--- config.mk ---
export PLATFORM = sky130hd
export DESIGN_NAME = tri_add_unit
export DESIGN_NICKNAME = d
export VERILOG_FILES = /design/src/rtl/tri_add_pkg.sv /design/src/rtl/tri_add_decode.sv /design/src/rtl/tri_add_operand.sv /design/src/rtl/tri_add_core.sv /design/src/rtl/tri_add_unit.sv
export SDC_FILE = /design/constraint.sdc
export NUM_CORES = 1
export LEC_CHECK = 0
export ABC_AREA = 1
export CAP_MARGIN = 20
export CORE_MARGIN = 2
export CORE_UTILIZATION = 40
export DETAILED_ROUTE_END_ITERATION = 8
export HOLD_SLACK_MARGIN = 0.12
export MAX_ROUTING_LAYER = met4
export PLACE_DENSITY = 0.68
export SKIP_CTS_REPAIR_TIMING = 1
export SYNTH_ARGS = -nofsm -noshare
export SYNTH_HDL_FRONTEND = slang
export SYNTH_SLANG_ARGS = --single-unit
--- constraint.sdc ---
create_clock -name clk_i -period 0.87 [get_ports clk_i]
set_input_delay 0.087 -clock clk_i [delete_from_list [all_inputs] [get_ports clk_i]]
set_output_delay 0.087 -clock clk_i [all_outputs]
set_load 0.01 [all_outputs]
--- src/rtl/tri_add_pkg.sv ---
package tri_add_pkg;
  localparam int unsigned INSTR_W    = 64;
  localparam int unsigned DEST_W     = 8;
  localparam int unsigned POS_HALF_C = 31;
  localparam int unsigned POS_HALF_B = 33;
  localparam int unsigned POS_HALF_A = 35;
  localparam int unsigned POS_SHIFT  = 37;
  localparam int unsigned POS_CC     = 47;
  localparam int unsigned POS_X      = 48;
  localparam int unsigned POS_NEG_C  = 49;
  localparam int unsigned POS_NEG_B  = 50;
  localparam int unsigned POS_NEG_A  = 51;

  typedef enum logic [1:0] {
    HALF_ALL = 2'd0,
    HALF_LO  = 2'd1,
    HALF_HI  = 2'd2,
    HALF_RSV = 2'd3
  } half_sel_e;

  typedef enum logic [1:0] {
    SH_NONE  = 2'd0,
    SH_RIGHT = 2'd1,
    SH_LEFT  = 2'd2,
    SH_RSV   = 2'd3
  } shift_e;

  // index 0 = A, 1 = B, 2 = C
  typedef struct packed {
    logic [2:0][1:0]   half;
    logic [2:0]        neg;
    logic [1:0]        shift;
    logic              ext;
    logic              cc;
    logic [DEST_W-1:0] dest;
  } ctrl_t;
endpackage

--- src/rtl/tri_add_decode.sv ---
module tri_add_decode
  import tri_add_pkg::*;
(
  input  logic [INSTR_W-1:0] instr_i,
  output ctrl_t              ctrl_o,
  output logic               bad_o
);
  logic unused_bits;
  assign unused_bits = ^{instr_i[INSTR_W-1:POS_NEG_A+1],
                         instr_i[POS_CC-1:POS_SHIFT+2],
                         instr_i[POS_HALF_C-1:DEST_W]};

  always_comb begin
    ctrl_o.half[0] = instr_i[POS_HALF_A +: 2];
    ctrl_o.half[1] = instr_i[POS_HALF_B +: 2];
    ctrl_o.half[2] = instr_i[POS_HALF_C +: 2];
    ctrl_o.neg     = {instr_i[POS_NEG_C], instr_i[POS_NEG_B], instr_i[POS_NEG_A]};
    ctrl_o.shift   = instr_i[POS_SHIFT +: 2];
    ctrl_o.ext     = instr_i[POS_X];
    ctrl_o.cc      = instr_i[POS_CC];
    ctrl_o.dest    = instr_i[DEST_W-1:0];
  end

  logic rsv_code;
  always_comb begin
    rsv_code = (ctrl_o.shift == SH_RSV);
    for (int i = 0; i < 3; i++) begin
      if (ctrl_o.half[i] == HALF_RSV) rsv_code = 1'b1;
    end
  end

  assign bad_o = rsv_code
               | (ctrl_o.ext & (ctrl_o.shift == SH_RIGHT))
               | (ctrl_o.ext & ctrl_o.cc);
endmodule

--- src/rtl/tri_add_operand.sv ---
module tri_add_operand
  import tri_add_pkg::*;
#(
  parameter int unsigned W = 32
) (
  input  logic [W-1:0] val_i,
  input  logic [1:0]   half_i,
  input  logic         neg_i,
  output logic [W-1:0] val_o
);
  localparam int unsigned HW = W / 2;

  logic [W-1:0] sel;
  always_comb begin
    case (half_i)
      HALF_LO: sel = {{(W-HW){1'b0}}, val_i[HW-1:0]};
      HALF_HI: sel = {{HW{1'b0}}, val_i[W-1:HW]};
      default: sel = val_i;
    endcase
  end

  assign val_o = neg_i ? (~sel + {{(W-1){1'b0}}, 1'b1}) : sel;
endmodule

--- src/rtl/tri_add_core.sv ---
module tri_add_core
  import tri_add_pkg::*;
#(
  parameter int unsigned W = 32
) (
  input  logic [W-1:0] a_i,
  input  logic [W-1:0] b_i,
  input  logic [W-1:0] c_i,
  input  logic         cin_i,
  input  logic [1:0]   shift_i,
  output logic [W-1:0] sum_o,
  output logic         zero_o,
  output logic         sign_o,
  output logic         carry_o,
  output logic         ovf_o
);
  localparam int unsigned HW = W / 2;

  logic [W:0]   sum1;
  logic [W-1:0] lhs1, lhs2;
  logic [W:0]   sum2;

  assign sum1 = {1'b0, a_i} + {1'b0, b_i} + {{W{1'b0}}, cin_i};
  assign lhs1 = sum1[W-1:0];

  // right shift keeps the first carry as bit W
  always_comb begin
    case (shift_i)
      SH_RIGHT: lhs2 = {{(HW-1){1'b0}}, sum1[W:HW]};
      SH_LEFT:  lhs2 = {lhs1[W-HW-1:0], {HW{1'b0}}};
      default:  lhs2 = lhs1;
    endcase
  end

  assign sum2    = {1'b0, lhs2} + {1'b0, c_i};
  assign sum_o   = sum2[W-1:0];
  assign zero_o  = (sum2[W-1:0] == '0);
  assign sign_o  = sum2[W-1];
  assign carry_o = sum2[W];
  assign ovf_o   = ((lhs2[W-1] == c_i[W-1]) && (sum2[W-1] != lhs2[W-1]))
                 | (lhs1 < a_i);
endmodule

--- src/rtl/tri_add_unit.sv ---
module tri_add_unit
  import tri_add_pkg::*;
#(
  parameter int unsigned W = 32
) (
  input  logic                clk_i,
  input  logic                rst_ni,
  input  logic                start_i,
  input  logic [W-1:0]        op_a_i,
  input  logic [W-1:0]        op_b_i,
  input  logic [W-1:0]        op_c_i,
  input  logic [INSTR_W-1:0]  instr_i,
  input  logic                carry_i,
  output logic [W-1:0]        result_o,
  output logic [DEST_W-1:0]   dest_o,
  output logic                valid_o,
  output logic                zero_o,
  output logic                sign_o,
  output logic                carry_o,
  output logic                ovf_o,
  output logic                flag_we_o,
  output logic                err_o
);
  ctrl_t ctrl;
  logic  bad;

  tri_add_decode u_dec (
    .instr_i (instr_i),
    .ctrl_o  (ctrl),
    .bad_o   (bad)
  );

  logic [2:0][W-1:0] raw, prep;
  assign raw[0] = op_a_i;
  assign raw[1] = op_b_i;
  assign raw[2] = op_c_i;

  for (genvar i = 0; i < 3; i++) begin : g_op
    tri_add_operand #(.W(W)) u_op (
      .val_i  (raw[i]),
      .half_i (ctrl.half[i]),
      .neg_i  (ctrl.neg[i]),
      .val_o  (prep[i])
    );
  end

  logic [W-1:0] sum;
  logic         z, s, cy, ov;

  tri_add_core #(.W(W)) u_core (
    .a_i     (prep[0]),
    .b_i     (prep[1]),
    .c_i     (prep[2]),
    .cin_i   (ctrl.ext & carry_i),
    .shift_i (ctrl.shift),
    .sum_o   (sum),
    .zero_o  (z),
    .sign_o  (s),
    .carry_o (cy),
    .ovf_o   (ov)
  );

  logic go, go_flags;
  assign go       = start_i & ~bad;
  assign go_flags = go & ctrl.cc;

  always_ff @(posedge clk_i or negedge rst_ni) begin
    if (!rst_ni) begin
      valid_o   <= 1'b0;
      flag_we_o <= 1'b0;
      err_o     <= 1'b0;
    end else begin
      valid_o   <= go;
      flag_we_o <= go_flags;
      err_o     <= start_i & bad;
    end
  end

  always_ff @(posedge clk_i or negedge rst_ni) begin
    if (!rst_ni) begin
      result_o <= '0;
      dest_o   <= '0;
    end else if (go) begin
      result_o <= sum;
      dest_o   <= ctrl.dest;
    end
  end

  always_ff @(posedge clk_i or negedge rst_ni) begin
    if (!rst_ni) begin
      zero_o  <= 1'b0;
      sign_o  <= 1'b0;
      carry_o <= 1'b0;
      ovf_o   <= 1'b0;
    end else if (go_flags) begin
      zero_o  <= z;
      sign_o  <= s;
      carry_o <= cy;
      ovf_o   <= ov;
    end
  end
endmodule

## Word-level counts from Yosys, hierarchy flattened

Index checks and enable logic that the tools add are counted.

- Output and inout bits: 47
- Input bits: 164
- Register bits: 47
- Word-level logic and storage cells: 55

- $lt $le $gt $ge: 1
- Reductions and logical operators: 2
- Muxes and demuxes: 10
- Equal/unequal tests: 14
- $add $sub $neg: 6
- Bitwise gates (word level): 13

Operators by type and width:

| kind | number |
|---|---|
| case mux 32 bit (2 select lines) | 4 |
| adder 32 x 1 -> 32 bit, second input constant | 3 |
| 2-to-1 mux 32 bit | 3 |
| NOT 32 bit | 3 |
| adder 32 x 32 -> 33 bit | 2 |
| adder 33 x 1 -> 33 bit | 1 |
| logical NOT 32 bit | 1 |
| < comparator 32 bit | 1 |
| == test 2 bit, second input constant | 8 |
| == test 2 x 1 -> 1 bit, second input constant | 4 |
| bitwise AND 1 bit | 6 |
| 2-to-1 mux 1 bit | 3 |
| OR 1 bit | 3 |
| == test 1 bit | 1 |
| logical AND 1 bit | 1 |
| != test 1 bit | 1 |
| NOT 1 bit | 1 |

## Logic depth before layout (Yosys ltp)

- Word-level depth: 12
- Gate-level depth with buffers: 51
- Mapped depth without buffers: 51

## By module

Synthesis repeated with hierarchy kept, for this count alone.

- Cell total of the unflattened synthesis: 2484
- Area total of the unflattened synthesis: 12797.3 µm²

By module, submodules not included:

| module | instances | area an instance (µm²) | cells an instance | seq. area each (µm²) |
|---|---|---|---|---|
| tri_add_core | 1 | 5879.4 | 1136 | 0.0 |
| tri_add_operand | 3 | 1637.8 | 374 | 0.0 |
| tri_add_unit | 1 | 1811.7 | 196 | 1176.1 |
| tri_add_decode | 1 | 192.7 | 30 | 0.0 |

## Worst setup path after synthesis

No wires, ideal clock.

- Path kind: input -> register
- Start point: input port instr_i[33]
- End point: register zero_o
- Setup time: 0.065 ns
- Stages: 48
- Path slack: -5.109 ns
- Arrival time: 5.914 ns
- Cell sequence: inv_1 > ha_1 > buf_6 > nor2_4 > nor2_1 > nor2_2 > ha_1 > inv_1 > nor2_2 > nand3_1 > nor3_2 > nand2_1 > nor2_2 > nand2_2 > o31ai_1 > xor2_1 > ha_1 > nand2_1 > [... 12 more ...] > o22ai_1 > ha_1 > a21oi_1 > inv_1 > a31oi_1 > a21boi_0 > o21ai_1 > a21boi_0 > o21ai_1 > nand2_1 > nand2_1 > nand2_1 > nand2_1 > nor2_1 > nand2_1 > nor2_1 > nand4_1 > nand2_1

- Longest elaborated chain between the ends: 10
- Elaborated cells on any way between the ends: 19
- Those cells by class: add/sub (4); eq/ne (3); mux (5); bitwise (6); reduce/logical (1)

Ends and longest elaborated chain:

| what | line | text |
|---|---|---|
| from (decl) | tri_add_unit.sv:12 | `input logic [INSTR_W-1:0] instr_i,` |
| == test 2 bit / == test 2 x 1 -> 1 bit (equally long branches) | tri_add_operand.sv:15 | `case (half_i)` |
| case mux 32 bit (2 select lines) | tri_add_operand.sv:15 |  |
| NOT 32 bit | tri_add_operand.sv:22 | `assign val_o = neg_i ? (~sel + {{(W-1){1'b0}}, 1'b1}) : sel;` |
| adder 32 x 1 -> 32 bit | tri_add_operand.sv:22 |  |
| 2-to-1 mux 32 bit | tri_add_operand.sv:22 |  |
| adder 32 x 32 -> 33 bit | tri_add_core.sv:23 | `assign sum1 = {1'b0, a_i} + {1'b0, b_i} + {{W{1'b0}}, cin_i};` |
| adder 33 x 1 -> 33 bit | tri_add_core.sv:23 |  |
| case mux 32 bit (2 select lines) | tri_add_core.sv:28 | `case (shift_i)` |
| adder 32 x 32 -> 33 bit | tri_add_core.sv:35 | `assign sum2 = {1'b0, lhs2} + {1'b0, c_i};` |
| logical NOT 32 bit | tri_add_core.sv:37 | `assign zero_o = (sum2[W-1:0] == '0);` |
| to (signal assigned) | tri_add_unit.sv:96 | `zero_o <= z;` |
| to (decl) | tri_add_unit.sv:17 | `output logic zero_o,` |

Several ways; a longest one is shown, not always the timed one.
A chain may end at the register's enable or synchronous reset.

## Final worst setup path

Same ends and word-level chain as after synthesis.

==> impl.org <==
** Floorplan
- X dimension of the die :: 160 um
- The initialized floorplan defines 57 standard-cell rows.
- Die area :: 25500 sq um
- Total I/O pin count :: 211
- The initial utilization of the core area, before any placement, comes to 0.403.
- Core region area :: 24100 sq um
- From bottom edge to top edge, the die measures 160 um.

** Detailed routing
- After detailed routing, the number of remaining DRC violations is 0.
- The detailed router finished its first iteration with 987 violations.
- The routed layout has 13.6k vias.
- Vias per Instance :: 5.08
- Avg WL per Cell :: 16.1 um
- Once detail routing completed, the nets flagged for antenna violations numbered 0.
- Wire length after detailed routing :: 43.1 mm
- First-pass detailed-route iteration total :: 5

** Critical path
- Category of the worst setup path capture point :: register
- Largest incremental delay on the critical path :: 340 ps
- The worst setup path is launched from a primary input.
- Critical Setup Path Class :: in -> reg
- Cell type of the slowest stage on the worst timing path :: sky130_fd_sc_hd__ha_1
- Cells on worst reg2reg path :: 3
- In this design, the critical path's most frequently occurring cell is sky130_fd_sc_hd__nand2_2.
- Startpoint of the worst-slack reg-to-reg timing path :: ovf_o
- The endpoint identified for the worst register-to-register timing path is ovf_o.
- At the worst endpoint, the required time is 1100 ps.
- Worst EP arrival :: 6280 ps
- The most critical setup path has its endpoint at zero_o.
- Critical Path Start :: instr_i[33]
- Biggest fanout along the worst timing path :: 4
- For flop-to-flop paths, the worst setup slack is -100 ps.

** Power
- In this run the power density over the cells is 2670 nW/um^2.
- Across the VDD grid, the largest voltage drop is 1.67 mV.
- Overall power of the completed layout :: 49.1 mW
- Leak pwr :: 9.67 nW

** Synth
- Most used flip-flop cell after synthesis :: sky130_fd_sc_hd__dfrtp_1
- The netlist uses 56 different library cells.
- For this run, asynchronously set or reset flops after synthesis account for 1.00.
- The share of synthesized area in the top cell type comes to 0.156.
- Post-Syn Nets :: 1838
- Yosys printed 0 warnings.
- Post-synthesis instance area :: 9710 sq um
- Number of enable flip-flop cells after synthesis :: 0
- The average instance in the mapped netlist occupies 6.21 sq um.
- Sorting the synthesized cells by how often they occur yields sky130_fd_sc_hd__nand2_1, sky130_fd_sc_hd__inv_1, sky130_fd_sc_hd__nor2_1.
- Most frequent cell after synthesis :: sky130_fd_sc_hd__nand2_1
- Post-synthesis cell type with the largest combined area :: sky130_fd_sc_hd__nand2_1
- Dominant cells by area after synthesis :: sky130_fd_sc_hd__nand2_1, sky130_fd_sc_hd__ha_1, sky130_fd_sc_hd__dfrtp_1
- Sequential cell area fraction in the yosys report :: 0.121
- Synthesis inferred 47 register bits.
- Synthesis handed over a netlist of 1563 instances.

** Final layout
- Sequential cell area in the final layout :: 1180 sq um
- Share of final-layout standard cells stronger than drive strength 1 :: 0.453
- After the flow finishes, the layout carries non-filler instances totaling 2678.
- Ant diodes :: 0
- Area occupied by multi-input gates :: 9140 sq um
- Synth-to-Final Area Change :: 88.9%
- In the final design database the tool counted 2629 nets.
- Total of fill cells in the finished design :: 1798

** CTS
- CTS H-tree depth :: 2
- Maximum buffer depth of the clock tree :: 2
- Clock latency on the worst-skew pair, taken at its later pin, is 280 ps.
- Total CTS buffers :: 5
- Number of sinks on the clock net :: 47
- CTS tree :: built
- CTS root buffer :: sky130_fd_sc_hd__clkbuf_16
- After clock tree synthesis, the clock-pin slew on the worst setup and hold paths is 60 ps.

** Place
- Number of input and output port buffers inserted :: 167
- At the end of routability-driven placement, the weighted congestion stood at 0.968.
- Detailed placement ended at an HPWL of 34.2 mm.
- Placed Cells :: 2621

** Worst hold path
- The worst hold path belongs to the class in -> async.

** Global routing
- Vias in the first global route :: 13.0k
- The first global-routing pass estimated 62.1 mm of wire.
- Pin count of the biggest net entering global routing :: 48
- Congestion Overflow GR :: 0
- Antenna violations before repair :: 0
- Across every metal layer, demand over resource in global routing totals 0.305.

** Timing
- Worst clock skew :: 0 ps
- Actual slew at the worst max-slew pin :: 671 ps
- Dividing the final minimum period by the clock period gives 6.95.
- Achievable Freq :: 0.165 GHz
- Once routing completed, OpenROAD measured the worst setup slack at -5180 ps.
- The count of final hold-check violations came to 0.
- Setup repair after global routing could not meet its margin everywhere.
- Final Setup Violations :: 94
- On the final layout, the worst hold slack is 322 ps.
- The number of pins with negative max-slew slack in the final report is 0.
- Measured against its own limit, the worst slew margin works out to 0.548.
- Subtracting the final worst setup slack from the clock period gives 6050 ps.

** Flow run
- The tool flagged a number of max-cap violations equal to 0.

** Run status
- The final reports fail on setup timing.
- The flow ran to the end, but the final reports show violations.
## power by group
group | switching, mW | leakage [nW] | total [mW] | internal, mW
clock | 0.763 | 0.0769 | 2.10 | 1.34
combinational | 21.7 | 9.01 | 43.4 | 21.7
sequential | 0.571 | 0.587 | 3.62 | 3.05
total | 23.0 | 9.67 | 49.1 | 26.1
## registers in the layout, indices dropped and copies added (netlist names)
| name | cells |
|---|---|
| result_o | 32 |
| dest_o | 8 |
| carry_o | 1 |
| err_o | 1 |
| flag_we_o | 1 |
| ovf_o | 1 |
| sign_o | 1 |
| valid_o | 1 |
| zero_o | 1 |
## worst min path at each step
| stage | slack [ps] | cells after the start | start | end |
|---|---|---|---|---|
| floorplan | -210 | 0 | rst_ni | carry_o |
| global placement | 90 | 2 | rst_ni | dest_o[2] |
| detailed placement | 90 | 2 | rst_ni | dest_o[2] |
| CTS | -200 | 2 | rst_ni | dest_o[2] |
| global route | 340 | 3 | instr_i[7] | dest_o[7] |
| finish | 320 | 3 | rst_ni | dest_o[2] |
## cell usage in the layout, fill, tap and decap left out, drive strengths merged, types with 6 or more instances in the layout
cell type / instances
a21boi: 6
a21o: 7
a21oi: 95
a22oi: 15
a31oi: 21
buf: 654
clkbuf: 53
clkdlybuf4s50: 114
dfrtp: 47
ha: 108
inv: 243
nand2: 446
nand3: 60
nand4: 21
nor2: 140
nor3: 19
nor4: 6
o21ai: 90
o22ai: 26
o31ai: 6
xnor2: 34
xor2: 107
## kinds of logic (layout without fill, tap and decap cells)
kind of cell | Yosys count | after routing | synth area share
xor+xnor | 141 | 141 | 0.129
simple gates | 700 | 700 | 0.319
compound gates | 286 | 286 | 0.173
flops | 47 | 47 | 0.121
fa+ha+maj | 111 | 111 | 0.145
buf+inv | 278 | 1069 | 0.112
## critical path: cells and delay by family
family                     cells  cell delay, ps
buffers and inverters          8             610
and+or+nand+nor               31            3460
xor gates and xnor gates       3             400
AOI/OAI and AO/OA              4             630
adders and majority gates      4            1070
## stage by stage
stage	setup slack (ps)	utilization	setup TNS, ps	instance area (sq um)
finish	-5180	0.761	-172050	18400
CTS	-5620	0.692	-214840	16700
global placement	-5800	0.686	-209220	16500
floorplan	-4560	-	-143880	10200
detailed placement	-5870	0.686	-213220	16500
global route	-5530	0.761	-183680	18400
## per-layer routing
layer	routed length, um	vias up	global-route usage
met1	16500	6306	0.336
met4	2580	0	0.131
li1	-	6638	-
met2	22100	508	0.565
met3	2000	156	0.0197
met5	0	-	-
## final cells by class
type / count / area share
clock buffer: 6 / 0.00702
clock inverter: 1 / 0.00164
timing repair buffer: 818 / 0.356
inverter: 244 / 0.0513
tap: 324 / 0.0221
sequential: 47 / 0.0641
multi-input combinational: 1238 / 0.498
Power figures use the tool's default switching activity.
